## config.mk

```make
export PLATFORM = sky130hd
export DESIGN_NAME = tick_timer
export DESIGN_NICKNAME = d
export VERILOG_FILES = /design/src/rtl/tick_timer.sv
export SDC_FILE = /design/constraint.sdc
export NUM_CORES = 1
export LEC_CHECK = 0
export BUFFER_PORTS_ARGS = -buffer_cell sky130_fd_sc_hd__buf_4
export CAP_MARGIN = 20
export CORE_ASPECT_RATIO = 0.75
export CORE_UTILIZATION = 55
export CTS_BUF_LIST = sky130_fd_sc_hd__clkbuf_8
export DETAILED_ROUTE_END_ITERATION = 16
export PLACE_DENSITY = 0.79
export RECOVER_POWER = 100
export SYNTH_ARGS = -nofsm -noshare
export SYNTH_HDL_FRONTEND = slang
export SYNTH_SLANG_ARGS = --single-unit
```

## constraint.sdc

```tcl
create_clock -name clk -period 2.5 [get_ports clk]
set_input_delay 0.125 -clock clk [delete_from_list [all_inputs] [get_ports clk]]
set_output_delay 0.125 -clock clk [all_outputs]
set_load 0.01 [all_outputs]
```

## src/rtl/tick_timer.sv

```systemverilog
module tick_timer #(
  parameter int ADDR_W    = 16,
  parameter int GROUP     = 10,
  parameter int GRP_SHIFT = 11,
  parameter int PERIOD_W  = 28
) (
  input  logic              clk,
  input  logic              rst_n,
  input  logic              reg_wr,
  input  logic [ADDR_W-1:0] reg_addr,
  input  logic [31:0]       reg_wdata,
  input  logic              tick_en,
  output logic [31:0]       reg_rdata,
  output logic              timer_irq
);
  localparam logic [ADDR_W-1:0] MODE_ADDR = ADDR_W'(GROUP << GRP_SHIFT);
  localparam logic [ADDR_W-1:0] CNT_ADDR  = ADDR_W'((GROUP << GRP_SHIFT) + 1);
  localparam logic [1:0] M_STOP = 2'b00, M_RESTART = 2'b01, M_ONESHOT = 2'b10;

  logic [1:0]          mode;
  logic                ie, pend, halted;
  logic [PERIOD_W-1:0] period;
  logic [31:0]         count;

  wire wr_mode = reg_wr && (reg_addr == MODE_ADDR);
  wire wr_cnt  = reg_wr && (reg_addr == CNT_ADDR);
  wire step    = (mode != M_STOP) && !halted && tick_en;
  wire hit     = step && (count[PERIOD_W-1:0] == period);

  always_ff @(posedge clk) begin
    if (!rst_n) begin
      mode   <= M_STOP;
      ie     <= 1'b0;
      period <= '0;
    end else if (wr_mode) begin
      mode   <= reg_wdata[31:30];
      ie     <= reg_wdata[29];
      period <= reg_wdata[PERIOD_W-1:0];
    end
  end

  always_ff @(posedge clk) begin
    if (!rst_n)                        pend <= 1'b0;
    else if (hit)                      pend <= 1'b1;
    else if (wr_mode && !reg_wdata[28]) pend <= 1'b0;
  end

  always_ff @(posedge clk) begin
    if (!rst_n)                        halted <= 1'b0;
    else if (wr_mode || wr_cnt)        halted <= 1'b0;
    else if (hit && mode == M_ONESHOT) halted <= 1'b1;
  end

  always_ff @(posedge clk) begin
    if (!rst_n)                        count <= '0;
    else if (wr_cnt)                   count <= reg_wdata;
    else if (hit && mode == M_RESTART) count <= '0;
    else if (hit && mode == M_ONESHOT) count <= count;
    else if (step)                     count <= count + 32'd1;
  end

  logic [31:0] mode_word;
  always_comb begin
    mode_word = '0;
    mode_word[31:30] = mode;
    mode_word[29] = ie;
    mode_word[28] = pend;
    mode_word[PERIOD_W-1:0] = period;
  end

  assign reg_rdata = (reg_addr == MODE_ADDR) ? mode_word :
                     (reg_addr == CNT_ADDR)  ? count : 32'd0;
  assign timer_irq = pend & ie;

  a_r2_step: assert property (@(posedge clk) disable iff (!rst_n)
    (step && !hit && !wr_cnt) |=> count == $past(count) + 32'd1);
  a_r3_stop_hold: assert property (@(posedge clk) disable iff (!rst_n)
    (mode == M_STOP && !wr_cnt) |=> $stable(count));
  a_r4_pend_keep: assert property (@(posedge clk) disable iff (!rst_n)
    (wr_mode && reg_wdata[28] && !hit) |=> $stable(pend));
  a_r5_pend_clear: assert property (@(posedge clk) disable iff (!rst_n)
    (wr_mode && !reg_wdata[28] && !hit) |=> !timer_irq);
  a_r6_hit_sets: assert property (@(posedge clk) disable iff (!rst_n)
    hit |=> pend);
  a_r7_restart_zero: assert property (@(posedge clk) disable iff (!rst_n)
    (hit && mode == M_RESTART && !wr_cnt) |=> count == 32'd0);
  a_r8_oneshot_hold: assert property (@(posedge clk) disable iff (!rst_n)
    (halted && !wr_cnt) |=> $stable(count));
  a_r10_load_wins: assert property (@(posedge clk) disable iff (!rst_n)
    wr_cnt |=> count == $past(reg_wdata));
endmodule

```

==> results.py, run 1 <==
metrics = {
    "synth": {
        "synth.top_cell.area_share_pct": 27.9,
        "post_synth_and_or_nand_nor_area_fraction_pct": 30.4,
        "synth_compound_gate_area_share_pct": 21.4,
        "netlist_area_um2": 4660,
        "post_synth_xor_area_fraction_pct": 5.26,
        "ys_warn_count": 0,
        "number_of_synthesized_flops_with_an_enable_pin": 0,
        "postSynthAreaPerCell_um2": 7.31,
        "multiplexer_share_of_the_synthesized_area_pct": 6.87,
        "synth-adder-area-share_pct": 0.268,
        "netlist-cell-type-count": 59,
        "synth.ff_latch_count": 65,
        "synthDominantAreaCellType": "dfxtp_1",
        "syn_inst": 638,
        "synth_flop_cell": "dfxtp_1",
        "synth_seq_area_share_pct": 27.9,
        "syn_nets": 691,
        "yosys.cell_count.top_type": "nand2_1",
        "netlist_top_cells_area": "dfxtp_1, nand2_1, mux2i_1, a21oi_1, xnor2_1",
        "post_synth_most_frequent_cells": "nand2_1, dfxtp_1, nor2_1",
        "postSynth.asyncResetShare_pct": 0,
        "synth_top_family_by_area": "simple AND/OR/NAND/NOR gates",
    },
    "floorplan": {
        "dieArea_um2": 8850,
        "dieWidth_um": 108,
        "die_height_um": 81.7,
        "ios": 85,
        "initial_core_util_pct": 57.8,
        "floorplan.rows": 28,
        "core_area_um2": 8060,
    },
    "final_layout": {
        "antenna_cells": 0,
        "fraction_of_final_layout_cells_with_drive_strength_greater_than_1_pct": 18.9,
        "finalNetCount": 774,
        "layout-area-overhead-vs-synth_pct": 20.3,
        "filler_cells": 695,
    },
    "cts": {
        "numCtsBuffers": 9,
        "htree_levels": 3,
        "path_clk_slew_ns": 0.08,
        "cts_tree": "done",
        "clockBufferDepth": 2,
        "clock_insertion_delay_worst_skew_ns": 0.36,
        "clock_tree.root_cell": "clkbuf_8",
        "numClockSinks": 65,
    },
    "drt": {
        "drt-vias-per-instance": 6.59,
        "route.antenna.remaining_nets": 0,
        "drc_errors": 0,
        "average_wire_length_per_cell_after_detail_routing_um": 20.9,
        "drt_first_iter_violations": 788,
        "postRouteWirelength_um": 17400,
        "num_vias": 5473,
        "detailedRoute.firstPassIterationCount": 5,
    },
    "sta": {
        "fmax_ghz": 0.415,
        "final_hold_viol_count": 0,
        "hold_slack_ns": 0.0140,
        "worst_slew_margin_rel_pct": 41.6,
        "rsz0062_at_grt": "no",
        "final_max_slew_viol_count": 0,
        "timing.final.setup_violations": 0,
        "final.setup_skew_ns": 0.00935,
        "period_share_pct": 96.4,
        "max_slew.worst_pin.slew_ns": 0.873,
        "finalWorstPathRequiredPeriod_ns": 2.41,
        "finalSetupTns_ns": 0,
    },
    "setup_path": {
        "critical_path_startpoint_category": "register",
        "critical_path_end_type": "register",
        "critical_path_peak_fanout": 14,
        "timing.critical_path.arrival_ns": 2.66,
        "timing_worst_setup_path_type": "register to register",
        "r2r_cells": 9,
        "cp_data_required_time_ns": 2.74,
    },
    "worst_hold_path": {
        "timing.hold.worst.class": "primary input to register",
        "whs_path_depth": 3,
    },
    "outcome": {
        "status": "finished, final reports clean",
    },
    "power_and_ir_drop": {
        "post-layout-total-power_mw": 2.36,
        "power_density_nw_per_um2": 421,
        "p_leak_nw": 1.89,
        "max_rail_drop_vdd_v": 0.000303,
    },
    "global_route": {
        "overflow": 0,
        "via_count_of_the_first_global_routing_pass": 4895,
        "grt_antenna_before_repair": 0,
        "grt_start_max_net_pins": 38,
        "track_usage_pct": 40.2,
        "first_pass_grt_wire_length_um": 26500,
    },
    "placement": {
        "dp_hpwl_um": 12300,
        "gp_congestion": 0.917,
        "io_buffers": 84,
    },
    "job": {
        "timing.max_cap.violations": 0,
    },
}
registers in the layout, indices dropped and copies added (netlist names):
register	count
ie	1
pend	1
count	32
period	28
mode	2
halted	1
cell type report:
cell class / count / area (µm²) / share of cell area, %
Tap cell: 105 / 131 / 2.34
Clock inverter: 7 / 93.8 / 1.67
Clock buffer: 9 / 124 / 2.21
Multi-Input combinational cell: 498 / 3020 / 53.9
Inverter: 10 / 37.5 / 0.669
Sequential cell: 65 / 1300 / 23.2
Timing Repair Buffer: 137 / 898 / 16.0
power by group:
group          internal [mW]  switching, mW
clock network          0.561          0.466
logic                  0.133          0.157
registers               1.04        0.00502
placed cells by master, fill, tap and decap left out, types with 4 or more instances in the layout:
cell and instances:
clkbuf_2 5, dfxtp_1 64, clkbuf_1 34, mux2i_1 32
or4_1 4, a22oi_1 9, clkbuf_8 9, o21ai_0 18
a311oi_1 4, nand3_1 20, a31oi_1 13, a32oi_1 10
nor2_1 52, a21oi_1 50, o22ai_1 16, inv_1 10
or3_1 4, xnor2_1 26, nand4_1 30, nor3_1 14
o211ai_1 11, nand2_1 105, and3_1 14, nor4_1 9
buf_4 94
critical path, stage by stage (launching register included):
cell and delay, ns:
dfxtp_1 0.34, xnor2_1 0.30, nand4_1 0.29, nor4_4 0.37, buf_12 0.17, buf_4 0.20, and3_1 0.17, clkbuf_4 0.22
o41a_1 0.16, o22ai_1 0.07
metrics by stage:
step                instances  util [%]  instance area, µm²  setup WS, ns
floorplan                 638         -                4660         0.486
global placement          815      68.4                5510         0.133
detailed placement        815      68.4                5510        0.0785
CTS                       831      71.1                5730        0.0607
global route              831      69.6                5610       0.00327
finish                    831      69.6                5610        0.0894
final timing paths:
check | startpoint | end | slack [ns]
setup / recovery | period[4] | count[11] | 0.09
hold / removal | reg_wdata[1] | count[1] | 0.01
setup reg to reg | period[4] | count[11] | 0.09
hold reg to reg | ie | ie | 0.48
kinds of logic after synthesis:
| kind of cell | Yosys count |
|---|---|
| AOI/OAI and AO/OA | 154 |
| xor gates and xnor gates | 28 |
| adders and majority gates | 1 |
| buffers and inverters | 75 |
| DFF | 65 |
| muxes | 32 |
| and+or+nand+nor | 283 |
repair_timing:
action                                  CTS  global route
resized for setup                         0             6
buffers inserted                          0             0
hold buffers                              0             0
endpoints found under the setup margin    0            22
metal layers:
layer / routed length, µm / part of all wire [%] / GRT usage (%)
met3: 2240 / 13 / 9.60
met5: 0 / 0 / 0
met1: 7380 / 42 / 56.1
met4: 399 / 2.3 / 11.9
met2: 7370 / 42 / 61.4
Note: power is estimated with default switching activity, not from simulation.
==> run 2: changes to the inputs <==
Settings changed: CORE_UTILIZATION 55 to 53, PLACE_DENSITY 0.79 to 0.8.
Clock period 2.5 ns to 2.1 ns, I/O delays scaled along.
==> run 2 against run 1 <==
  * The run now ends with negative hold slack, negative setup slack left
  * Core utilization up 7.5 points
  * Hold slack worse by 0.016 ns
  * Critical path depth down 1
  * Final cell count up 9.0%
  * Clock power up 9.7%
  * Sequential share of layout area down 3.0 points
  * First-iteration DRC count down 21%
  * Non-clock buffer count up 73
  * Combinational power up 62%
  * Design area up 17%
  * Critical path type unchanged
  * Largest cell class unchanged
  * Largest power group unchanged
==> results.py, run 2 (synthesized netlist as in run 1, its figures left out) <==
metrics = {
    "drt": {
        "drc_errors": 0,
        "num_vias": 5927,
        "average_wire_length_per_cell_after_detail_routing_um": 21.2,
        "detailedRoute.firstPassIterationCount": 5,
        "route.antenna.remaining_nets": 0,
        "drt_first_iter_violations": 625,
        "drt-vias-per-instance": 6.54,
        "postRouteWirelength_um": 19200,
    },
    "final_layout": {
        "largest_reg_flops": 32,
        "regMostFlops": "count",
        "fraction_of_final_layout_cells_with_drive_strength_greater_than_1_pct": 32.0,
        "biggestRegsByFlops": "count x32, period x28, mode x2",
        "layout-area-overhead-vs-synth_pct": 40.5,
        "final_common_cell": "buf_4",
        "antenna_cells": 0,
        "finalNetCount": 847,
        "mostFrequentLayoutCells": "buf_4, nand2_1, nor2_1, dfxtp_1, a21oi_1",
        "filler_cells": 645,
    },
    "floorplan": {
        "die_height_um": 83.2,
        "dieArea_um2": 9180,
        "ios": 85,
        "core_area_um2": 8490,
        "dieWidth_um": 110,
        "floorplan.rows": 29,
        "initial_core_util_pct": 54.9,
    },
    "global_route": {
        "overflow": 0,
        "use_met2_pct": 61.2,
        "grt_antenna_before_repair": 0,
        "global_route.usage.met3_pct": 12.9,
        "use_met1_pct": 56.6,
        "track_usage_pct": 41.7,
        "top_usage_layer": "met2",
        "first_pass_grt_wire_length_um": 28800,
        "grt_start_max_net_pins": 38,
        "via_count_of_the_first_global_routing_pass": 5552,
    },
    "placement": {
        "io_buffers": 84,
        "dp_hpwl_um": 13200,
        "gp_congestion": 0.934,
    },
    "setup_path": {
        "cp_data_required_time_ns": 2.40,
        "timing.critical_path.slowest_stage_cell": "nor4_4",
        "critical_path_peak_fanout": 7,
        "slowest_delay_ns": 0.40,
        "reg2reg_to": "count[31]",
        "timing.critical_path.cells": "xnor2_2, nand4_1, nor4_4, buf_12, a311o_2, buf_6, o211ai_1, a21oi_1",
        "timing_worst_setup_path_type": "register to register",
        "critical_path_startpoint_category": "register",
        "critical_path_end_type": "register",
        "setup.reg_to_reg.worst_slack_ns": -0.11,
        "timing.critical_path.arrival_ns": 2.51,
        "r2r_cells": 8,
        "rr_startpoint": "count[25]",
    },
    "job": {
        "timing.max_cap.violations": 0,
    },
    "sta": {
        "timing.final.setup_violations": 30,
        "max_slew.worst_pin.slew_ns": 0.505,
        "final_max_slew_viol_count": 0,
        "final.setup_skew_ns": 0.0135,
        "finalSetupTns_ns": -1.79,
        "final_critical_path_setup_slack_ns": -0.109,
        "worst_slew_margin_rel_pct": 66.3,
        "finalWorstPathRequiredPeriod_ns": 2.21,
        "final_hold_viol_count": 1,
        "hold_slack_ns": -0.00167,
        "period_share_pct": 105,
        "rsz0062_at_grt": "yes",
        "fmax_ghz": 0.453,
    },
    "worst_hold_path": {
        "holdCritStartpoint": "reg_wdata[16]",
        "timing.hold.worst.class": "primary input to register",
        "whs_path_depth": 3,
        "hold_ep": "period[16]",
    },
    "outcome": {
        "violated_checks": "negative hold slack, negative setup slack",
        "status": "finished with violations",
    },
    "power_and_ir_drop": {
        "p_leak_nw": 2.38,
        "cellInternalPower_mw": 2.09,
        "seq_power_share_pct": 43.7,
        "pwr-share-clk_pct": 39.8,
        "comb_power_share_pct": 16.5,
        "max_rail_drop_vdd_v": 0.000565,
        "power_density_nw_per_um2": 435,
        "netSwitchingPower_mw": 0.755,
        "swShare_pct": 26.5,
        "post-layout-total-power_mw": 2.85,
    },
    "cts": {
        "numCtsBuffers": 9,
        "cts_tree": "done",
        "numClockSinks": 65,
        "htree_levels": 3,
        "clockBufferDepth": 2,
        "clock_insertion_delay_worst_skew_ns": 0.37,
        "clock_tree.root_cell": "clkbuf_8",
        "path_clk_slew_ns": 0.08,
    },
}
==> run 2: cell count changes in the layout (fill, tap and decap cells not counted), sizes merged <==
| cell | before | now |
|---|---|---|
| clkinvlp | 2 | 0 |
| bufinv | 2 | 1 |
| clkbuf | 50 | 38 |
| dlygate4sd3 | 0 | 11 |
| buf | 96 | 172 |
==> run 2: what timing repair did <==
item / 4_1_cts / 5_1_grt
buffers inserted: 2 / 3
resized for setup: 33 / 49
endpoints found under the hold margin: 9 / 2
endpoints found under the setup margin: 31 / 33
hold buffers: 9 / 2
pin swaps: 14 / 25
gates cloned: 1 / 3
==> run 2: stage by stage <==
stage / worst slack, ns / cell area, µm² / cells / util [%]
floorplan: 0.0865 / 4660 / 638 / -
detailed placement: -0.123 / 5980 / 874 / 70.5
finish: -0.109 / 6550 / 906 / 77.1
global route: -0.116 / 6550 / 906 / 77.1
CTS: -0.0247 / 6430 / 901 / 75.7
global placement: -0.101 / 5980 / 874 / 70.5
==> run 2: layout make-up <==
| cell class | instances | area [µm²] | area share [%] |
|---|---|---|---|
| timing repair buffer | 210 | 1660 | 25.4 |
| clock buffer | 11 | 151 | 2.31 |
| inverter | 10 | 37.5 | 0.573 |
| sequential | 65 | 1330 | 20.2 |
| multi-input combinational | 498 | 3190 | 48.7 |
| tap | 108 | 135 | 2.06 |
| clock inverter | 4 | 43.8 | 0.669 |
==> run 2: routing by layer <==
metal / routed length, µm / share of wire, %
met1: 7940 / 41
met2: 8290 / 43
met3: 2360 / 12
met4: 641 / 3.3
met5: 0 / 0
==> run 2: worst max-delay path by stage <==
| stage | start | slack, ns | cells past startpoint | to |
|---|---|---|---|---|
| after floorplan | count[0] | 0.09 | 8 | count[26] |
| after global placement | count[0] | -0.10 | 8 | count[30] |
| after detailed placement | count[1] | -0.12 | 8 | count[30] |
| after CTS | period[25] | -0.02 | 9 | count[2] |
| after global routing | count[7] | -0.12 | 8 | count[3] |
| final | count[25] | -0.11 | 8 | count[31] |
==> run 2: power groups by stage <==
stage	sequential, mW	clock [mW]	combinational [mW]
after floorplan	1.27	0	0.173
after global placement	1.27	0	0.365
after detailed placement	1.27	0	0.371
after CTS	1.24	1.12	0.439
after global routing	1.25	1.17	0.490
final	1.24	1.13	0.469
==> run 2: critical path: cells and delay by family, from the launching register on <==
kind / cells / cell delay (ns)
compound gates: 3 / 0.56
xor+xnor: 1 / 0.24
buf+inv: 2 / 0.34
flops: 1 / 0.34
simple gates: 2 / 0.65
